File: src/rtl/rdport_pkg.sv
package rdport_pkg;

    typedef enum logic {
        MODE_STD  = 1'b0,
        MODE_FWFT = 1'b1
    } rd_mode_e;

    typedef struct packed {
        logic pop;
        logic vacant_nxt;
    } fetch_dec_t;

    function automatic fetch_dec_t decide_std(input logic rd_req, input logic have,
                                              input logic last);
        fetch_dec_t d;
        d.pop        = rd_req && have;
        d.vacant_nxt = !have || (d.pop && last);
        return d;
    endfunction

    function automatic fetch_dec_t decide_fwft(input logic rd_req, input logic have,
                                               input logic hold);
        fetch_dec_t d;
        d.pop        = have && (!hold || rd_req);
        d.vacant_nxt = !(d.pop || (hold && !rd_req));
        return d;
    endfunction

endpackage

File: src/rtl/rdport_addr.sv
module rdport_addr #(
    parameter int DEPTH = 16,
    localparam int AW = (DEPTH > 1) ? $clog2(DEPTH) : 1
) (
    input  logic          clk,
    input  logic          rst,
    input  logic          pop,
    output logic [AW-1:0] addr
);
    localparam logic [AW-1:0] LAST = AW'(DEPTH - 1);

    always_ff @(posedge clk) begin
        if (rst)
            addr <= '0;
        else if (pop)
            addr <= (addr == LAST) ? '0 : addr + 1'b1;
    end

    AST_ADDR_STEP: assert property (@(posedge clk) disable iff (rst)
        pop |=> addr == (($past(addr) == LAST) ? '0 : $past(addr) + 1'b1));

    AST_ADDR_STILL: assert property (@(posedge clk) disable iff (rst)
        !pop |=> $stable(addr));

endmodule

File: src/rtl/rdport_ctrl.sv
module rdport_ctrl
    import rdport_pkg::*;
#(
    parameter int CNT_W = 5
) (
    input  logic             clk,
    input  logic             rst,
    input  logic             fwft_sel,
    input  logic             rd_cs_n,
    input  logic             rd_en_n,
    input  logic [CNT_W-1:0] count,
    output logic             pop,
    output logic             vacant,
    output rd_mode_e         mode
);
    logic       rd_req;
    logic       have;
    logic       last;
    fetch_dec_t dec;

    assign rd_req = !rd_cs_n && !rd_en_n;
    assign have   = (count != '0);
    assign last   = (count == CNT_W'(1));

    always_comb begin
        if (mode == MODE_FWFT)
            dec = decide_fwft(rd_req, have, !vacant);
        else
            dec = decide_std(rd_req, have, last);
    end

    assign pop = dec.pop;

    always_ff @(posedge clk) begin
        if (rst) begin
            mode   <= rd_mode_e'(fwft_sel);
            vacant <= 1'b1;
        end else begin
            vacant <= dec.vacant_nxt;
        end
    end

    AST_NO_POP_EMPTY: assert property (@(posedge clk) disable iff (rst)
        pop |-> count != '0);

    AST_STD_GATED: assert property (@(posedge clk) disable iff (rst)
        (mode == MODE_STD && pop) |-> (!rd_cs_n && !rd_en_n));

    AST_FALL_THROUGH: assert property (@(posedge clk) disable iff (rst)
        (mode == MODE_FWFT && vacant && count != '0) |-> pop);

    AST_MODE_FIXED: assert property (@(posedge clk) disable iff (rst)
        1'b1 |=> $stable(mode));

endmodule

File: src/rtl/rdport_outreg.sv
module rdport_outreg #(
    parameter int DATA_W = 8
) (
    input  logic              clk,
    input  logic              rst,
    input  logic              load,
    input  logic [DATA_W-1:0] din,
    input  logic              rd_cs_n,
    input  logic              out_en_n,
    output logic [DATA_W-1:0] q,
    output logic              q_oe,
    output logic              echo_n
);
    always_ff @(posedge clk) begin
        if (rst) begin
            q      <= '0;
            echo_n <= 1'b1;
        end else begin
            echo_n <= !load;
            if (load)
                q <= din;
        end
    end

    assign q_oe = !rd_cs_n && !out_en_n;

    AST_HOLD_DATA: assert property (@(posedge clk) disable iff (rst)
        echo_n |-> $stable(q));

endmodule

File: src/rtl/rdport_fwft_echo.sv
module rdport_fwft_echo
    import rdport_pkg::*;
#(
    parameter int DATA_W = 8,
    parameter int DEPTH  = 16,
    localparam int AW    = (DEPTH > 1) ? $clog2(DEPTH) : 1,
    localparam int CNT_W = $clog2(DEPTH + 1)
) (
    input  logic              clk,
    input  logic              rst,
    input  logic              fwft_sel,
    input  logic              rd_cs_n,
    input  logic              rd_en_n,
    input  logic              out_en_n,
    input  logic [CNT_W-1:0]  occ_count,
    output logic [AW-1:0]     mem_addr,
    input  logic [DATA_W-1:0] mem_rdata,
    output logic              mem_pop,
    output logic [DATA_W-1:0] q,
    output logic              q_oe,
    output logic              echo_n,
    output logic              vacant
);
    rd_mode_e mode;

    rdport_ctrl #(.CNT_W(CNT_W)) ctrl_i (
        .clk      (clk),
        .rst      (rst),
        .fwft_sel (fwft_sel),
        .rd_cs_n  (rd_cs_n),
        .rd_en_n  (rd_en_n),
        .count    (occ_count),
        .pop      (mem_pop),
        .vacant   (vacant),
        .mode     (mode)
    );

    rdport_addr #(.DEPTH(DEPTH)) addr_i (
        .clk  (clk),
        .rst  (rst),
        .pop  (mem_pop),
        .addr (mem_addr)
    );

    rdport_outreg #(.DATA_W(DATA_W)) out_i (
        .clk      (clk),
        .rst      (rst),
        .load     (mem_pop),
        .din      (mem_rdata),
        .rd_cs_n  (rd_cs_n),
        .out_en_n (out_en_n),
        .q        (q),
        .q_oe     (q_oe),
        .echo_n   (echo_n)
    );

    AST_FWFT_ECHO_READY: assert property (@(posedge clk) disable iff (rst)
        (mode == MODE_FWFT && !echo_n) |-> !vacant);

    AST_STD_ECHO_CAUSE: assert property (@(posedge clk) disable iff (rst)
        (mode == MODE_STD && !echo_n) |-> $past(!rd_cs_n && !rd_en_n && occ_count != '0));

endmodule

File: config.mk
export PLATFORM = sky130hd
export DESIGN_NAME = rdport_fwft_echo
export DESIGN_NICKNAME = d
export VERILOG_FILES = /design/src/rtl/rdport_pkg.sv /design/src/rtl/rdport_addr.sv /design/src/rtl/rdport_ctrl.sv /design/src/rtl/rdport_outreg.sv /design/src/rtl/rdport_fwft_echo.sv
export SDC_FILE = /design/constraint.sdc
export NUM_CORES = 1
export LEC_CHECK = 0
export ABC_AREA = 1
export BUFFER_PORTS_ARGS = -buffer_cell sky130_fd_sc_hd__buf_4
export CORE_ASPECT_RATIO = 0.7
export CORE_UTILIZATION = 31
export DETAILED_ROUTE_END_ITERATION = 16
export GPL_ROUTABILITY_DRIVEN = 0
export PLACE_DENSITY = 0.66
export SETUP_SLACK_MARGIN = 0.15
export SLEW_MARGIN = 0
export SYNTH_ARGS = -nofsm -noshare
export SYNTH_HDL_FRONTEND = slang
export SYNTH_HIERARCHICAL = 1
export SYNTH_SLANG_ARGS = --single-unit
export TNS_END_PERCENT = 100
File: constraint.sdc
create_clock -name clk -period 2 [get_ports clk]
set_input_delay 0.3 -clock clk [delete_from_list [all_inputs] [get_ports clk]]
set_output_delay 0.3 -clock clk [all_outputs]
set_load 0.005 [all_outputs]
; Yosys cells after proc, flatten, opt, wreduce, memory -nomap -nowiden
; Index checks and enable logic that the tools add are counted.
[classes]
n_addsub = 1
n_eq_ne = 2
mux = 2
n_reduce_logical = 18
[ops]
columns = op, n
row1 = zero test 1 bit, 8
row2 = logical AND 1 bit, 6
row3 = equality test 5 x 1 -> 1 bit (second input constant), 1
row4 = nonzero test 5 bit, 1
row5 = adder 4 x 1 -> 4 bit (second input constant), 1
row6 = equality test 4 bit (second input constant), 1
row7 = 2-to-1 mux 4 bit, 1
row8 = logical OR 1 bit, 3
row9 = 2-to-1 mux 2 bit, 1
[totals]
reg_bits = 15
inputBits = 19
out_inout_bits = 16

; Depth between registers and ports, before layout
; Gate-level depths: netlist of the first run.
[logic_depth]
ltp_word = 8
mapped_depth = 11

; By module
; The synthesis of the first run kept the hierarchy.
[by_module_without_submodules]
columns = mod, instances, cells_per_inst, area_each_um2, seq_area_each_um2
row1 = rdport_outreg, 1, 54, 370.4, 180.2
row2 = rdport_addr, 1, 29, 195.2, 80.1
row3 = rdport_ctrl, 1, 24, 152.6, 50.0

; Worst setup path before layout of the first run
; OpenSTA, ideal clock, no wires.
[synth_path]
path_type = reg-to-reg
startpoint = register ctrl_i.vacant
endpoint = register out_i.q[2]
arrival_time_ns = 1.145
setup_slack_ns = 0.743
stages_incl_launch_ff = 10
path_buffers = 2
period_less_slack_ns = 1.257
path_cell_list = dfxtp_1 inv_1 o21ai_0 o21ai_1 inv_1 buf_6 buf_8 nand2_2 nand2_1 nor2_1
[synth_via]
elab_chain_len = 3
[synth_lines]
columns = element, line_no
row1 = start: declaration, rdport_ctrl.sv:13  ; output logic vacant,
row2 = start signal: assignment, rdport_ctrl.sv:39  ; vacant <= dec.vacant_nxt;
row3 = logical OR 1 bit, rdport_pkg.sv:24  ; d.pop = have && (!hold || rd_req);
row4 = logical AND 1 bit, rdport_pkg.sv:24
row5 = 2-to-1 mux 2 bit, rdport_ctrl.sv:26  ; if (mode == MODE_FWFT)
row6 = via mem_pop, rdport_fwft_echo.sv:18  ; output logic mem_pop,
row7 = end signal: assignment, rdport_outreg.sv:21  ; q <= din;
row8 = end: declaration, rdport_outreg.sv:10  ; output logic [DATA_W-1:0] q,
; The timed path passes the listed nets, and every way through them passes these cells.
; A chain may end at the register's enable or synchronous reset.

; Worst setup path after layout of the first run
[layout_path]
startpoint = register ctrl_i.vacant
endpoint = output port mem_pop
[layout_via]
elab_chain_len = 3
[layout_lines]
columns = element, line_no
row1 = logical OR 1 bit, rdport_pkg.sv:24
row2 = logical AND 1 bit, rdport_pkg.sv:24
row3 = 2-to-1 mux 2 bit, rdport_ctrl.sv:26
row4 = end: declaration, rdport_fwft_echo.sv:18
; No other way between the ends.

==> results of run 1 <==
cell families after synthesis:
family          count (synthesis)  share of synthesized area [%]
flops                          15                           43.2
buf+inv                        24                           15.2
fa+ha+maj                       1                           1.74
simple gates                   61                           35.7
compound gates                  6                           4.18
metrics by stage:
| step | cells | setup WS, ns | power [uW] | area, um2 |
|---|---|---|---|---|
| final | 176 | 0.426 | 655 | 1020 |
| after global placement | 172 | 0.618 | 492 | 995 |
| after detailed placement | 172 | 0.550 | 496 | 995 |
| after global routing | 176 | 0.300 | 708 | 1020 |
| after floorplan | 107 | 0.743 | 423 | 718 |
| after CTS | 176 | 0.423 | 665 | 1020 |
layout make-up:
| class | count | share of cell area [%] |
|---|---|---|
| sequential | 15 | 30.4 |
| multi-input combinational | 68 | 29.3 |
| timing repair buffer | 35 | 25.7 |
| inverter | 22 | 8.09 |
| tap | 32 | 3.92 |
| clock buffer | 4 | 2.57 |
state kept, by name (all words and copies together) (netlist names):
| signal | count |
|---|---|
| ctrl_i/mode | 1 |
| out_i/echo_n | 1 |
| ctrl_i/vacant | 1 |
| addr_i/addr | 4 |
| out_i/q | 8 |
worst min path at each step:
| stage | start | endpoint | slack [ns] |
|---|---|---|---|
| final | fwft_sel | ctrl_i/mode | 0.21 |
| after global routing | fwft_sel | ctrl_i/mode | 0.18 |
| after CTS | fwft_sel | ctrl_i/mode | 0.20 |
| after detailed placement | out_i/q[6] | out_i/q[6] | 0.47 |
| after global placement | out_i/q[3] | out_i/q[3] | 0.46 |
| after floorplan | fwft_sel | ctrl_i/mode | 0.40 |
power breakdown:
group          internal (uW)  switching [uW]  total (uW)
Clock                   77.4            89.6         167
Sequential               327            15.5         342
Combinational           79.3            66.8         146
Total                    483             172         655
worst max-delay path: stages, from the launching register on:
cell,delay (ns)
sky130_fd_sc_hd__dfxtp_1,0.36
sky130_fd_sc_hd__inv_1,0.06
sky130_fd_sc_hd__o21ai_0,0.14
sky130_fd_sc_hd__o21ai_1,0.08
sky130_fd_sc_hd__inv_1,0.20
sky130_fd_sc_hd__buf_4,0.16
metal layers:
| metal | routed length (um) | up-vias | GRT usage, % |
|---|---|---|---|
| met3 | 105 | 0 | 5.56 |
| met1 | 748 | 300 | 15.9 |
| met5 | 0 | - | 0 |
| li1 | - | 384 | - |
| met2 | 697 | 20 | 21.3 |
| met4 | 0 | 0 | 2.79 |
cells in the mapped netlist, types with 2 or more instances:
master                     number  share of area (%)
sky130_fd_sc_hd__a21oi_1        3                2.1
sky130_fd_sc_hd__clkinv_1       2                1.0
sky130_fd_sc_hd__dfxtp_1       14                 39
sky130_fd_sc_hd__inv_1         20                 10
sky130_fd_sc_hd__nand2_1       29                 15
sky130_fd_sc_hd__nand2_2        2                1.7
sky130_fd_sc_hd__nand3_1        3                2.1
sky130_fd_sc_hd__nor2_1        21                 11
sky130_fd_sc_hd__nor2_2         4                3.5
sky130_fd_sc_hd__o21ai_0        2                1.4
==> impl.org, run 1 <==
** Status
- The flow ran to the end, and the final reports show no timing, DRC or antenna violations.

** Global route
- Global routing usage summed across all routing layers :: 13.0%
- Entering global routing, the biggest net connects 18 pins.
- The number of antenna violations at the first check in global routing is 0.
- The first global-routing pass estimated 2.46 mm of wire.
- Overflow left after global routing :: 0
- The via count of the first global-routing pass was 621.

** Place
- Once detailed placement completed, the half-perimeter wirelength came to 1.21 mm.
- During placement, the flow inserted port buffers numbering 34.

** Finish
- Core utilization of the finished layout :: 47.0%
- Of the cells placed in the final design, the portion with a size suffix greater than 1 is 31.3%.
- Fillers :: 229
- 0 antenna diodes ended up in the layout.
- Number of nets in the layout :: 165
- In the layout the commonest cells are sky130_fd_sc_hd__buf_4, sky130_fd_sc_hd__nand2_1, sky130_fd_sc_hd__nor2_1.
- In the final layout, the multi-input gates occupy 299 um2.
- Summing all flip-flop and latch instances after layout gives 310 um2.
- Layout-stage area growth over the synthesis result :: 42.2%
- The library cell used most frequently in the layout, excluding fill and tap cells, is sky130_fd_sc_hd__buf_4.

** Floorplanning
- In this run the core area contains 14 standard-cell rows.
- For this configuration, the core starts out at a cell density of 33.1%.
- Placeable core region :: 2170 um2
- Pin placement for this block handled 35 I/O pins.
- DIE WIDTH :: 59.5 um
- The die covers 2520 um2.
- Overall die height :: 42.3 um

** STA
- Across the routed clock network, the largest skew measured is 0.00248 ns.
- Slew HR :: 84.3%
- Post-Route Setup TNS :: 0 ns
- F_max :: 636 MHz
- Across all hold checks on the routed design, the worst slack comes to 0.206 ns.
- Number of slew-limit violations in the final report :: 0
- The total count of hold-check failures in the final report came to 0.
- Setup repair after global routing left no endpoint under its margin.
- Final Setup Violations :: 0
- Final critical-path share of the clock period :: 78.7%
- For the pin with the worst max-slew slack, the measured transition is 0.234 ns.
- The clock period could shrink to 1.57 ns.

** CTS
- H-tree levels :: 1
- Clock-pin slew was measured on the worst setup and hold paths at 0.08 ns.
- Clock tree sinks :: 15
- Maximum clock insertion buffer count :: 2
- After clock tree synthesis, the flow added hold-fix buffers numbering 0.
- Total clock buffers created by CTS :: 3
- TritonCTS built the clock tree.
- Post-cts repair resize count :: 0
- CTS root buf :: sky130_fd_sc_hd__clkbuf_4
- Buffer count from post-CTS setup fixing :: 0
- Source-to-sink clock delay at the later pin of the worst-skew pair :: 0.28 ns

** Flow run
- Max-cap violations :: 0

** Setup path
- Startpoint of the most critical register-to-register path :: ctrl_i/vacant
- Worst Setup EP :: mem_pop
- For flop-to-flop paths, the worst setup slack is 0.60 ns.
- The worst setup path is launched from a register.
- Signal arrival time at the worst endpoint :: 1.27 ns
- For the worst setup path, the data required time is 1.70 ns.
- Endpoint of the worst-slack reg-to-reg timing path :: out_i/q[6]
- The most critical setup path has its startpoint at ctrl_i/vacant.
- STA classifies the critical path endpoint as an output port.
- By startpoint and endpoint, the worst setup path is classified as register to output port.
- Worst Path Max Fanout :: 8
- Length in cells of the worst reg-to-reg path :: 8

** Drt
- For this run, design rule violations remaining after detail routing come to 0.
- In the final routed layout, each cell accounts on average for 8.81 um.
- Number of nets with antenna violations after detailed routing :: 0
- Total via count after detailed routing :: 704
- Wire length reported by the detailed router :: 1.55 mm
- Per-cell via count in the routed design :: 4.00
- In this run, the number of DRC markers left after iteration 0 of detailed routing was 15.
- First-pass iteration count of the detailed router :: 6

** Logic synthesis
- After synthesis, the share of flip-flops with an asynchronous set or reset is 0%.
- Warnings, synthesis :: 6
- Average cell area after synthesis :: 6.71 um2
- For this run, the register share of the synthesized area comes to 43.2%.
- Post-synthesis sequential element count :: 15
- The cell count after synthesis came out at 107.
- The synthesized netlist contains 17 unique library cells.
- Yosys mapped a number of flops with a built-in enable equal to 1.
- The number of nets handed over by synthesis was 127.
- After synthesis the cells add up to 718 um2.
- Most common flop cell mapped by yosys :: sky130_fd_sc_hd__dfxtp_1

** Power
- The analysis attributes to cell leakage a power of 0.000566 uW.
- VDD sags by at most 0.000500 V.
- Dividing total power by cell area gives a power density of 642 nW/um2.

** Worst hold path
- The worst hold path belongs to the class primary input to register.
- Counting instances, the worst hold path has a depth of 1.
No activity file was read; power rests on OpenSTA's default activity.
==> inputs of run 2 (changes only) <==
==> constraint.sdc (replaced) <==
create_clock -name clk -period 1.5 [get_ports clk]
set_input_delay 0.225 -clock clk [delete_from_list [all_inputs] [get_ports clk]]
set_output_delay 0.225 -clock clk [all_outputs]
set_load 0.005 [all_outputs]
==> run 2 against run 1 <==
Against the previous run:
- power rose by 39%
- combinational power rose by 54%
- via count rose by 4.0%
- clock-buffer cell count did not move
- cell count rose by 2.8%
- design area rose by 6.0%
- routed wire length rose by 3.1%
- critical path type unchanged
- critical endpoint unchanged
- largest power group unchanged
==> impl.org, run 2 (synthesis gave the netlist of run 1 again) <==
** Status
- The flow ran to the end, and the final reports show no timing, DRC or antenna violations.

** Finish
- The post-route netlist has 35.6% of its cells at a drive strength greater than 1.
- Layout-stage area growth over the synthesis result :: 50.7%
- Once layout is complete, the cells apart from fillers number 181.
- ANT cells :: 0
- out_i/q holds more flip-flops than any other register.
- Registers with the most flip-flops :: out_i/q: 8 flops, addr_i/addr: 4 flops
- The net count of the finished layout is 170.
- In the layout the commonest cells are sky130_fd_sc_hd__buf_4, sky130_fd_sc_hd__nand2_1, sky130_fd_sc_hd__nor2_1.
- Most common cell after layout, fill and taps aside :: sky130_fd_sc_hd__buf_4
- The register with the most flip-flops in the layout has 8 of them.

** Place
- Including well taps, the total number of placed cells is 172.
- Detailed Place HPWL :: 1.20 mm
- Port Buf Inserts :: 34

** Setup path
- Master of the slowest instance on the critical path :: sky130_fd_sc_hd__edfxtp_1
- Signal arrival time at the worst endpoint :: 1.12 ns
- The worst setup path is of the register to output port kind.
- Worst Path Max Fanout :: 3
- Critical path data required time :: 1.27 ns
- The cell family contributing the most delay on the critical path is flip-flops.
- Sort of element at the start of the critical path :: register
- Worst path bufs/invs :: 3
- The critical path goes through inv_2 > o21ai_1 > o21ai_1 > inv_2 > buf_6.
- The largest single stage delay on the critical path is 0.41 ns.
- Endpoint class of the critical path :: output port

** Drt
- The first TritonRoute pass finished after 6 iterations.
- Iter 0 DRT Violations :: 11
- After detailed routing, the average wire length per cell comes to 8.83 um.
- Summing over every cut layer, the via total after detailed routing is 732.
- Post-route DRC :: 0
- Using the TritonRoute via totals, the vias-per-cell ratio works out to 4.04.
- Number of nets with antenna violations after detailed routing :: 0
- The routed design has 1.60 mm of wire.

** CTS
- CTS root buf :: sky130_fd_sc_hd__clkbuf_4
- The number of clock buffers added by TritonCTS is 3.
- Clock tree sinks :: 15
- H-tree levels :: 1
- Maximum clock insertion buffer count :: 2
- Clock input transition at the sequential cells of the worst setup and hold paths :: 0.09 ns
- Source-to-sink clock delay at the later pin of the worst-skew pair :: 0.28 ns
- TritonCTS built the clock tree.

** Floorplanning
- Number of I/O pins :: 35
- DIE WIDTH :: 59.5 um
- Starting utilization of the core area :: 33.1%
- The floorplan has 14 rows.
- Placeable core region :: 2170 um2
- Overall die area :: 2520 um2
- The die is 42.3 um tall.

** Power
- Power per cell area :: 839 nW/um2
- Worst VDD drop :: 0.000338 V
- Pleak :: 0.000601 uW

** Global route
- Entering global routing, the biggest net connects 18 pins.
- The number of antenna violations at the first check in global routing is 0.
- Global-route wire length before repair :: 2.60 mm
- Global routing usage summed across all routing layers :: 13.7%
- Overflow left after global routing :: 0
- The via count of the first global-routing pass was 662.

** STA
- Number of slew-limit violations in the final report :: 0
- Hold WS :: 0.119 ns
- Setup repair after global routing could not meet its margin everywhere.
- Slew HR :: 84.6%
- Derived from the worst setup path, the maximum achievable clock frequency is 742 MHz.
- Slew @ Worst Pin :: 0.230 ns
- Setup violations remaining at the end of the flow were counted as 0.
- Max Clock Skew :: 0.00350 ns
- Post-Route Setup TNS :: 0 ns
- The total count of hold-check failures in the final report is 0.
- The clock period could shrink to 1.35 ns.
- Final critical-path share of the clock period :: 89.8%

** Flow run
- Max-cap violations :: 0

** Worst hold path
- The worst hold path belongs to the class primary input to register.
[run 2: through the flow]
step / area (um2) / util, % / setup slack [ns] / power (uW)
3_5_place_dp: 995 / 45.8 / 0.130 / 661
5_1_grt: 1080 / 49.8 / 0.0972 / 968
3_3_place_gp: 995 / 45.8 / 0.196 / 657
2_1_floorplan: 718 / - / 0.243 / 564
6_report: 1080 / 49.8 / 0.152 / 908
4_1_cts: 1050 / 48.6 / 0.156 / 906
[run 2: routing by layer]
layer | part of all wire, % | wire [um] | track usage [%]
met1 | 47 | 749 | 17.0
met2 | 48 | 771 | 22.2
met3 | 4.9 | 78 | 4.63
met4 | 0 | 0 | 4.19
met5 | 0 | 0 | 0
[run 2: path summary, 6_finish.rpt]
| check | from | slack [ns] | cells past startpoint | end |
|---|---|---|---|---|
| setup reg to reg | ctrl_i/vacant | 0.19 | 10 | addr_i/addr[3] |
| hold reg to reg | out_i/q[6] | 0.48 | 2 | out_i/q[6] |
| hold / removal | fwft_sel | 0.12 | 1 | ctrl_i/mode |
| setup / recovery | ctrl_i/mode | 0.15 | 5 | mem_pop |
[run 2: final cells by class]
cell class / instances / area, um2
well taps: 32 / 40.0
repair buffers: 40 / 317
fillers: 238 / 1090
inverters: 22 / 82.6
clock buffers: 4 / 26.3
multi-input cells: 68 / 307
flip-flops and latches: 15 / 310
[run 2: what timing repair did]
action,in CTS,in global routing
setup endpoints to repair,9,10
gates cloned,0,0
gates resized for setup,3,6
buffers inserted,4,1
hold buffers,0,0
[run 2: report_power, final]
| group | switching, uW | internal [uW] | total, uW |
|---|---|---|---|
| logic | 96.0 | 129 | 225 |
| clock network | 122 | 103 | 225 |
| registers | 21.9 | 436 | 458 |
| total | 240 | 668 | 908 |
